$ cat config.mk
export PLATFORM = sky130hd
export DESIGN_NAME = err_aggregator
export DESIGN_NICKNAME = d
export VERILOG_FILES = /design/src/rtl/erragg_pkg.sv /design/src/rtl/erragg_dec.sv /design/src/rtl/erragg_bank.sv /design/src/rtl/err_aggregator.sv
export SDC_FILE = /design/constraint.sdc
export NUM_CORES = 2
export LEC_CHECK = 0
export CAP_MARGIN = 30
export CELL_PAD_IN_SITES_DETAIL_PLACEMENT = 0
export CELL_PAD_IN_SITES_GLOBAL_PLACEMENT = 1
export CORE_MARGIN = 2
export CORE_UTILIZATION = 31
export DETAILED_ROUTE_END_ITERATION = 7
export PLACE_DENSITY = 0.66
export SETUP_SLACK_MARGIN = 0.05
export SLEW_MARGIN = 15
export SYNTH_ARGS = -nofsm -noshare
export SYNTH_HDL_FRONTEND = slang
export SYNTH_SLANG_ARGS = --single-unit
$ cat constraint.sdc
create_clock -name clk -period 5.15 [get_ports clk]
set_input_delay 1.03 -clock clk [delete_from_list [all_inputs] [get_ports clk]]
set_output_delay 1.03 -clock clk [all_outputs]
set_load 0.01 [all_outputs]
$ cat src/rtl/erragg_pkg.sv
package erragg_pkg;

  localparam int unsigned WORD_W = 32;
  localparam int unsigned ECC_SLOTS = 12;

  localparam logic [11:0] BUS_ST_BASE  = 12'h070;
  localparam logic [11:0] BUS_CLR_BASE = 12'h080;
  localparam logic [11:0] ECC_ST_BASE  = 12'h090;
  localparam logic [11:0] ECC_CLR_BASE = 12'h0E0;
  localparam logic [11:0] IP_ST_BASE   = 12'h338;
  localparam logic [11:0] IP_CLR_BASE  = 12'h348;
  localparam logic [11:0] IP_MSK_BASE  = 12'h358;
  localparam logic [11:0] INJ_ADDR     = 12'h370;

  typedef enum logic [3:0] {
    SEL_NONE,
    SEL_BUS_ST,
    SEL_BUS_CLR,
    SEL_ECC_ST,
    SEL_ECC_CLR,
    SEL_IP_ST,
    SEL_IP_CLR,
    SEL_IP_MSK,
    SEL_INJ
  } reg_sel_e;

  // Sticky update: a new event wins over a clear of the same bit.
  function automatic logic [WORD_W-1:0] sticky_next(
    input logic [WORD_W-1:0] cur,
    input logic [WORD_W-1:0] evt,
    input logic [WORD_W-1:0] clr
  );
    return (cur & ~clr) | evt;
  endfunction

  // True when an aligned address falls on slot lo..hi of a word array at base.
  function automatic logic in_win(
    input logic [11:0] a,
    input logic [11:0] base,
    input int unsigned lo,
    input int unsigned hi
  );
    int unsigned k;
    k = 32'(a - base) >> 2;
    return (a >= base) && (a[1:0] == 2'b00) && (k >= lo) && (k <= hi);
  endfunction

  // Slot number relative to the first built slot.
  function automatic logic [3:0] slot_of(
    input logic [11:0] a,
    input logic [11:0] base,
    input int unsigned lo
  );
    return 4'((32'(a - base) >> 2) - lo);
  endfunction

endpackage

$ cat src/rtl/erragg_dec.sv
module erragg_dec
  import erragg_pkg::*;
#(
  parameter int unsigned BUS_N  = 4,
  parameter int unsigned ECC_LO = 0,
  parameter int unsigned ECC_HI = 11,
  parameter int unsigned IP_N   = 4
) (
  input  logic [11:0] addr_i,
  output reg_sel_e    sel_o,
  output logic [3:0]  slot_o
);

  always_comb begin
    sel_o  = SEL_NONE;
    slot_o = '0;
    if (in_win(addr_i, BUS_ST_BASE, 0, BUS_N - 1)) begin
      sel_o  = SEL_BUS_ST;
      slot_o = slot_of(addr_i, BUS_ST_BASE, 0);
    end else if (in_win(addr_i, BUS_CLR_BASE, 0, BUS_N - 1)) begin
      sel_o  = SEL_BUS_CLR;
      slot_o = slot_of(addr_i, BUS_CLR_BASE, 0);
    end else if (in_win(addr_i, ECC_ST_BASE, ECC_LO, ECC_HI)) begin
      sel_o  = SEL_ECC_ST;
      slot_o = slot_of(addr_i, ECC_ST_BASE, ECC_LO);
    end else if (in_win(addr_i, ECC_CLR_BASE, ECC_LO, ECC_HI)) begin
      sel_o  = SEL_ECC_CLR;
      slot_o = slot_of(addr_i, ECC_CLR_BASE, ECC_LO);
    end else if (in_win(addr_i, IP_ST_BASE, 0, IP_N - 1)) begin
      sel_o  = SEL_IP_ST;
      slot_o = slot_of(addr_i, IP_ST_BASE, 0);
    end else if (in_win(addr_i, IP_CLR_BASE, 0, IP_N - 1)) begin
      sel_o  = SEL_IP_CLR;
      slot_o = slot_of(addr_i, IP_CLR_BASE, 0);
    end else if (in_win(addr_i, IP_MSK_BASE, 0, IP_N - 1)) begin
      sel_o  = SEL_IP_MSK;
      slot_o = slot_of(addr_i, IP_MSK_BASE, 0);
    end else if (addr_i == INJ_ADDR) begin
      sel_o  = SEL_INJ;
    end
  end

endmodule

$ cat src/rtl/erragg_bank.sv
module erragg_bank
  import erragg_pkg::*;
#(
  parameter bit HAS_MASK = 1'b0
) (
  input  logic              clk,
  input  logic              rst_n,
  input  logic [WORD_W-1:0] evt_i,
  input  logic [WORD_W-1:0] set_i,
  input  logic              clr_we_i,
  input  logic              msk_we_i,
  input  logic [WORD_W-1:0] wdata_i,
  output logic [WORD_W-1:0] status_o,
  output logic [WORD_W-1:0] mask_o,
  output logic [WORD_W-1:0] pend_o
);

  logic [WORD_W-1:0] status_q;
  logic [WORD_W-1:0] clr_bits;

  assign clr_bits = clr_we_i ? wdata_i : '0;

  always_ff @(posedge clk or negedge rst_n) begin
    if (!rst_n) status_q <= '0;
    else        status_q <= sticky_next(status_q, evt_i | set_i, clr_bits);
  end

  generate
    if (HAS_MASK) begin : g_mask
      logic [WORD_W-1:0] mask_q;
      always_ff @(posedge clk or negedge rst_n) begin
        if (!rst_n)        mask_q <= '1;
        else if (msk_we_i) mask_q <= wdata_i;
      end
      assign mask_o = mask_q;
    end else begin : g_nomask
      logic unused_msk_we;
      assign unused_msk_we = msk_we_i;
      assign mask_o = '0;
    end
  endgenerate

  assign status_o = status_q;
  assign pend_o   = status_q & ~mask_o;

endmodule

$ cat src/rtl/err_aggregator.sv
module err_aggregator
  import erragg_pkg::*;
#(
  parameter int unsigned BUS_N  = 4,
  parameter int unsigned ECC_LO = 0,
  parameter int unsigned ECC_HI = 11,
  parameter int unsigned IP_N   = 4,
  parameter int unsigned INJ_W  = 16
) (
  input  logic                                clk,
  input  logic                                rst_n,
  input  logic                                reg_we,
  input  logic [11:0]                         reg_addr,
  input  logic [31:0]                         reg_wdata,
  output logic [31:0]                         reg_rdata,
  input  logic [32*BUS_N-1:0]                 bus_err_i,
  input  logic [32*(ECC_HI-ECC_LO+1)-1:0]     ecc_err_i,
  input  logic [32*IP_N-1:0]                  ip_err_i,
  output logic                                err_irq_o
);

  localparam int unsigned ECC_N = ECC_HI - ECC_LO + 1;

  reg_sel_e   sel;
  logic [3:0] slot;

  logic [32*BUS_N-1:0] bus_st_flat;
  logic [32*ECC_N-1:0] ecc_st_flat;
  logic [32*IP_N-1:0]  ip_st_flat;
  logic [32*IP_N-1:0]  ip_msk_flat;
  logic [32*IP_N-1:0]  ip_pend_flat;
  logic                inj_we;
  logic                any_pend;
  logic                irq_q;

  erragg_dec #(
    .BUS_N (BUS_N),
    .ECC_LO(ECC_LO),
    .ECC_HI(ECC_HI),
    .IP_N  (IP_N)
  ) u_dec (
    .addr_i(reg_addr),
    .sel_o (sel),
    .slot_o(slot)
  );

  assign inj_we = reg_we && (sel == SEL_INJ);

  generate
    for (genvar g = 0; g < BUS_N; g++) begin : g_bus
      logic [31:0] unused_msk;
      logic [31:0] unused_pend;
      erragg_bank #(.HAS_MASK(1'b0)) u_bank (
        .clk     (clk),
        .rst_n   (rst_n),
        .evt_i   (bus_err_i[32*g +: 32]),
        .set_i   (32'h0),
        .clr_we_i(reg_we && sel == SEL_BUS_CLR && slot == 4'(g)),
        .msk_we_i(1'b0),
        .wdata_i (reg_wdata),
        .status_o(bus_st_flat[32*g +: 32]),
        .mask_o  (unused_msk),
        .pend_o  (unused_pend)
      );
    end

    for (genvar g = 0; g < ECC_N; g++) begin : g_ecc
      logic [31:0] unused_msk;
      logic [31:0] unused_pend;
      erragg_bank #(.HAS_MASK(1'b0)) u_bank (
        .clk     (clk),
        .rst_n   (rst_n),
        .evt_i   (ecc_err_i[32*g +: 32]),
        .set_i   (32'h0),
        .clr_we_i(reg_we && sel == SEL_ECC_CLR && slot == 4'(g)),
        .msk_we_i(1'b0),
        .wdata_i (reg_wdata),
        .status_o(ecc_st_flat[32*g +: 32]),
        .mask_o  (unused_msk),
        .pend_o  (unused_pend)
      );
    end

    for (genvar g = 0; g < IP_N; g++) begin : g_ip
      logic [31:0] inj_bits;
      if (g == 0) begin : g_inj
        assign inj_bits = inj_we ? 32'(reg_wdata[INJ_W-1:0]) : 32'h0;
      end else begin : g_noinj
        assign inj_bits = 32'h0;
      end
      erragg_bank #(.HAS_MASK(1'b1)) u_bank (
        .clk     (clk),
        .rst_n   (rst_n),
        .evt_i   (ip_err_i[32*g +: 32]),
        .set_i   (inj_bits),
        .clr_we_i(reg_we && sel == SEL_IP_CLR && slot == 4'(g)),
        .msk_we_i(reg_we && sel == SEL_IP_MSK && slot == 4'(g)),
        .wdata_i (reg_wdata),
        .status_o(ip_st_flat[32*g +: 32]),
        .mask_o  (ip_msk_flat[32*g +: 32]),
        .pend_o  (ip_pend_flat[32*g +: 32])
      );
    end
  endgenerate

  always_comb begin
    case (sel)
      SEL_BUS_ST: reg_rdata = bus_st_flat[32*slot +: 32];
      SEL_ECC_ST: reg_rdata = ecc_st_flat[32*slot +: 32];
      SEL_IP_ST:  reg_rdata = ip_st_flat[32*slot +: 32];
      SEL_IP_MSK: reg_rdata = ip_msk_flat[32*slot +: 32];
      default:    reg_rdata = 32'h0;
    endcase
  end

  assign any_pend = (|bus_st_flat) | (|ecc_st_flat) | (|ip_pend_flat);

  always_ff @(posedge clk or negedge rst_n) begin
    if (!rst_n) irq_q <= 1'b0;
    else        irq_q <= any_pend;
  end

  assign err_irq_o = irq_q;

endmodule

==> results <==
- The flow ran to the end, but the final reports show violations.
- The checks that failed: negative setup slack.
- The worst setup path is launched from an input pin.
- The pre-antenna-repair detailed-routing pass consisted of 8 iterations.
- The synthesized flop and latch total is 769.
- The number of enable flip-flop cells after synthesis is 0.
- The commonest cells after synthesis are nand2_1, dfrtp_1, a21o_1, clkbuf_1, nor4_1.
- Along the worst path, the maximum fanout reaches 7.
- The first-pass GRT wire length is 351 mm.
- The total clock sinks is just under 800.
- The switching power is about 0.0037 W.
- The number of nets handed over by synthesis was 4740.
- Headroom to the max-slew limit came out at 0.232.
- The wire length reported by the detailed router is between 200 and 300 mm.
- Clock latency on the worst-skew pair, taken at its later pin, is 0.72 ns.
- In the post-synthesis netlist, the cell with the most instances is nand2_1.
- The floorplan step set the die height to 359 um.
- At the pin with the least slew margin, the transition time is 1.15 ns.
- The worst setup path category is input pin to primary output.
- Of the total power, the share spent switching nets is 0.260.
- By area the synthesized netlist is led by dfrtp_1, a21o_1, dfstp_2.
- The maximum buffer depth of the clock tree is 3.
- In this run the core area contains 130 standard-cell rows.
- The library cell with the largest summed area after synthesis is dfrtp_1.
- The overall routing resource usage is 0.395.
- The share of the Yosys chip area taken by registers is 0.496.
- The leakage power is 21.2 nW.
- The via count of the first global-routing pass is 40300.
- The number of H-tree levels is 3.
- The clock transition time at the flip-flop clock pins of the worst setup and hold paths is ~0.060 ns.
- The number of pins exceeding their max-slew limit in the final report came to 0.
- In the synthesized netlist the dominant register cell turns out to be dfrtp_1.
- The share of synthesized area in the top cell type comes to 0.410.
- The synthesized netlist cell count is 4033.
- The final worst slack is -0.742 ns.
- a little over 700 I/O pins were placed.
- Setup repair after global routing could not meet its margin everywhere.
- The cell area that synthesis handed to floorplanning was 39100 sq um.
- The clock tree from TritonCTS is built.
- At the worst endpoint, the required time is 4.12 ns.
- The routability-driven placement congestion ratio is 1.08.
- The initial antenna violation count is 16.
- The post-cts hold buffer count is 0.
- The floorplan die width is 359 um.
- In this run the worst hold path is classified as input pin to async pin.
- The worst reg-to-reg path cell count is 6.
- Summing all non-filler instances in the final layout gives an area of between 50000 and 60000 sq um.
- The total power divided by cell area is 243 nW/um^2.
- The detailed-route wire length per cell is between 30 and 40 um.
- For this block, the initial DRC count from the detailed router was 5683.
- The clock arrives with 0.0356 ns of skew.
- The origin of the critical flop-to-flop path is g_ecc[5].u_bank.pend_o[24].
- In the routed layout, each cell is associated on average with a via count of 6.02.
- OpenSTA, run right after detailed placement, puts the worst setup slack at -2.21 ns.
- Of all flip-flops after synthesis, the portion carrying an async set or reset was 1.00.
- IR analysis of the VDD net gives a maximum drop of ~0.00027 V.
- Once placement finished, the instance area stood at 52200 sq um.
- Yosys printed 0 warnings.
- The core footprint is 125000 sq um.
- The distinct cell type count of the synthesized netlist is slightly above 90.
- The number of setup violations in the final report is 32.
- The proportion of power drawn by combinational gates is 0.106.
- The total via count in the routed design is ~42000.
- The clock network fraction of design power is 0.470.
- A synthesized cell averages 9.70 sq um.
- The detail route stage leaves a number of antenna-violating nets equal to 0.
- The critical path data arrival time is 4.86 ns.
- The count of maximum capacitance violations is 0.
- The HPWL after detailed placement is 203 mm.
- Timing would allow up to 170 MHz.
- The final critical delay including setup and external delays is 5.89 ns.
- The root buffer cell is clkbuf_16.
- Counting the fill cells in the layout gives approximately 12000.
- The utilization after layout is 0.468.
- The register share of total power is 0.425.
- The number of hold violations in the final report is 0.
- The die area is roughly 130000 sq um.
- The quantity of I/O buffers inserted on ports is between 700 and 800.
- For this run the aggregate overflow at the end of global routing stands at 0.
- The final-stage net count is 5931.
- The largest net degree at the start of global routing is 97.
- Relative to the synthesized area, the layout overhead comes to 50.0%.
- The share of the clock period used by the worst path after layout is 1.14.
- The number of buffers inserted during clock tree synthesis is 90.
- The element type at the critical path end is a primary output.
- For this run, design rule violations remaining after detail routing come to 0.
- The internal portion of the total power is 0.0106 W.
- For this configuration, the core starts out at a cell density of 0.312.
- The first element of the critical path is reg_addr[6].
- Of the cells placed in the final design, the portion with a size suffix greater than 1 is 0.264.
-- timing repair --
action	CTS	global route
buffers inserted	70	83
resized for setup	426	252
endpoints found under the hold margin	0	0
cloned	3	5
pin swaps	120	123
endpoints found under the setup margin	32	32
-- worst max-delay path, stage by stage --
cell       delay [ns]
buf_6            0.10
buf_6            0.12
buf_12           0.13
and3_4           0.18
o311a_1          0.28
o211ai_1         0.29
a2111oi_4        0.12
buf_4            0.17
a311o_2          0.41
buf_12           0.16
o21ai_4          0.20
buf_12           0.16
buf_4            0.13
mux2_2           0.18
nand3_1          0.13
a21oi_4          0.23
nor4b_4          0.57
buf_2            0.25
-- stage by stage --
stage,TNS (ns),std cells,hold WS [ns],total power (W)
after floorplan,-0.0000360,4033,0.463,0.00641
after global placement,-115.07,6653,0.479,0.00757
after detailed placement,-118.30,6660,0.487,0.00757
after CTS,-18.42,6873,0.341,0.0143
after global routing,-19.89,6947,0.365,0.0146
final,-18.51,6958,0.304,0.0143
-- logic make-up after synthesis --
logic type / Yosys count / share of synthesized area
AOI/OAI and AO/OA: 1336 / 0.257
and+or+nand+nor: 1317 / 0.150
DFF: 769 / 0.496
buffers and inverters: 439 / 0.0485
muxes: 147 / 0.0411
adders and majority gates: 20 / 0.00639
xor gates and xnor gates: 5 / 0.00112
-- power groups by stage --
stage,clock network [W],registers [W],logic (W)
2_1_floorplan,0,0.00617,0.000241
5_1_grt,0.00696,0.00606,0.00154
6_report,0.00671,0.00607,0.00151
3_3_place_gp,0,0.00617,0.00140
4_1_cts,0.00674,0.00606,0.00145
3_5_place_dp,0,0.00617,0.00140
-- sequential cells by signal, indices dropped and copies added, names as in the netlist --
| name | count |
|---|---|
| err_irq_o | 1 |
| g_bus.u_bank.pend_o | 128 |
| g_ecc.u_bank.pend_o | 384 |
| g_ip.u_bank.mask_o | 128 |
| g_ip.u_bank.status_o | 128 |
-- routing by layer --
metal	vias to the layer above	GRT usage	wire, um
li1	17100	-	-
met1	21300	0.490	101000
met2	2734	0.634	121000
met3	727	0.0724	22100
met4	6	0.253	20600
met5	-	0	39
-- final cells by class --
type,count,area [sq um],area share
timing repair buffer,1398,13700,0.234
clock buffer,133,2640,0.0449
multi-input combinational,2825,19900,0.339
sequential,769,19400,0.330
inverter,140,543,0.00925
tap,1650,2060,0.0352
antenna,11,27.5,0.000469
clock inverter,32,395,0.00673
-- path summary, 6_finish.rpt --
kind | end | slack (ns)
max | reg_rdata[13] | -0.74
min | g_ecc[10].u_bank.pend_o[15] | 0.30
max reg2reg | err_irq_o | 1.44
min reg2reg | g_ecc[6].u_bank.pend_o[1] | 0.50
max in group asynchronous | g_ip[3].u_bank.mask_o[20] | 3.65
min in group clk | g_ecc[6].u_bank.pend_o[1] | 0.50
-- layout by cell type (no fill, tap or decap), types with 19 or more instances in the layout --
cell and n:
a211oi_1 34, a211oi_2 21, a21o_1 629, a21oi_1 69
a21oi_2 22, a221oi_1 35, a222oi_1 51, a22o_1 43
a22oi_1 36, and3_1 20, buf_12 87, buf_2 39
buf_4 495, buf_6 90, buf_8 19, clkbuf_1 23
clkbuf_16 98, clkdlybuf4s50_1 651, dfrtp_1 641, dfstp_2 128
inv_1 132, mux2_1 63, mux2_2 48, mux2i_1 36
nand2_1 821, nand3_1 40, nand4_1 44, nor2_1 72
nor2_2 28, nor3_1 22, nor4_1 149, o21ai_0 59
o21ai_1 19, o22ai_1 52
Note: power is estimated with default switching activity, not from simulation.
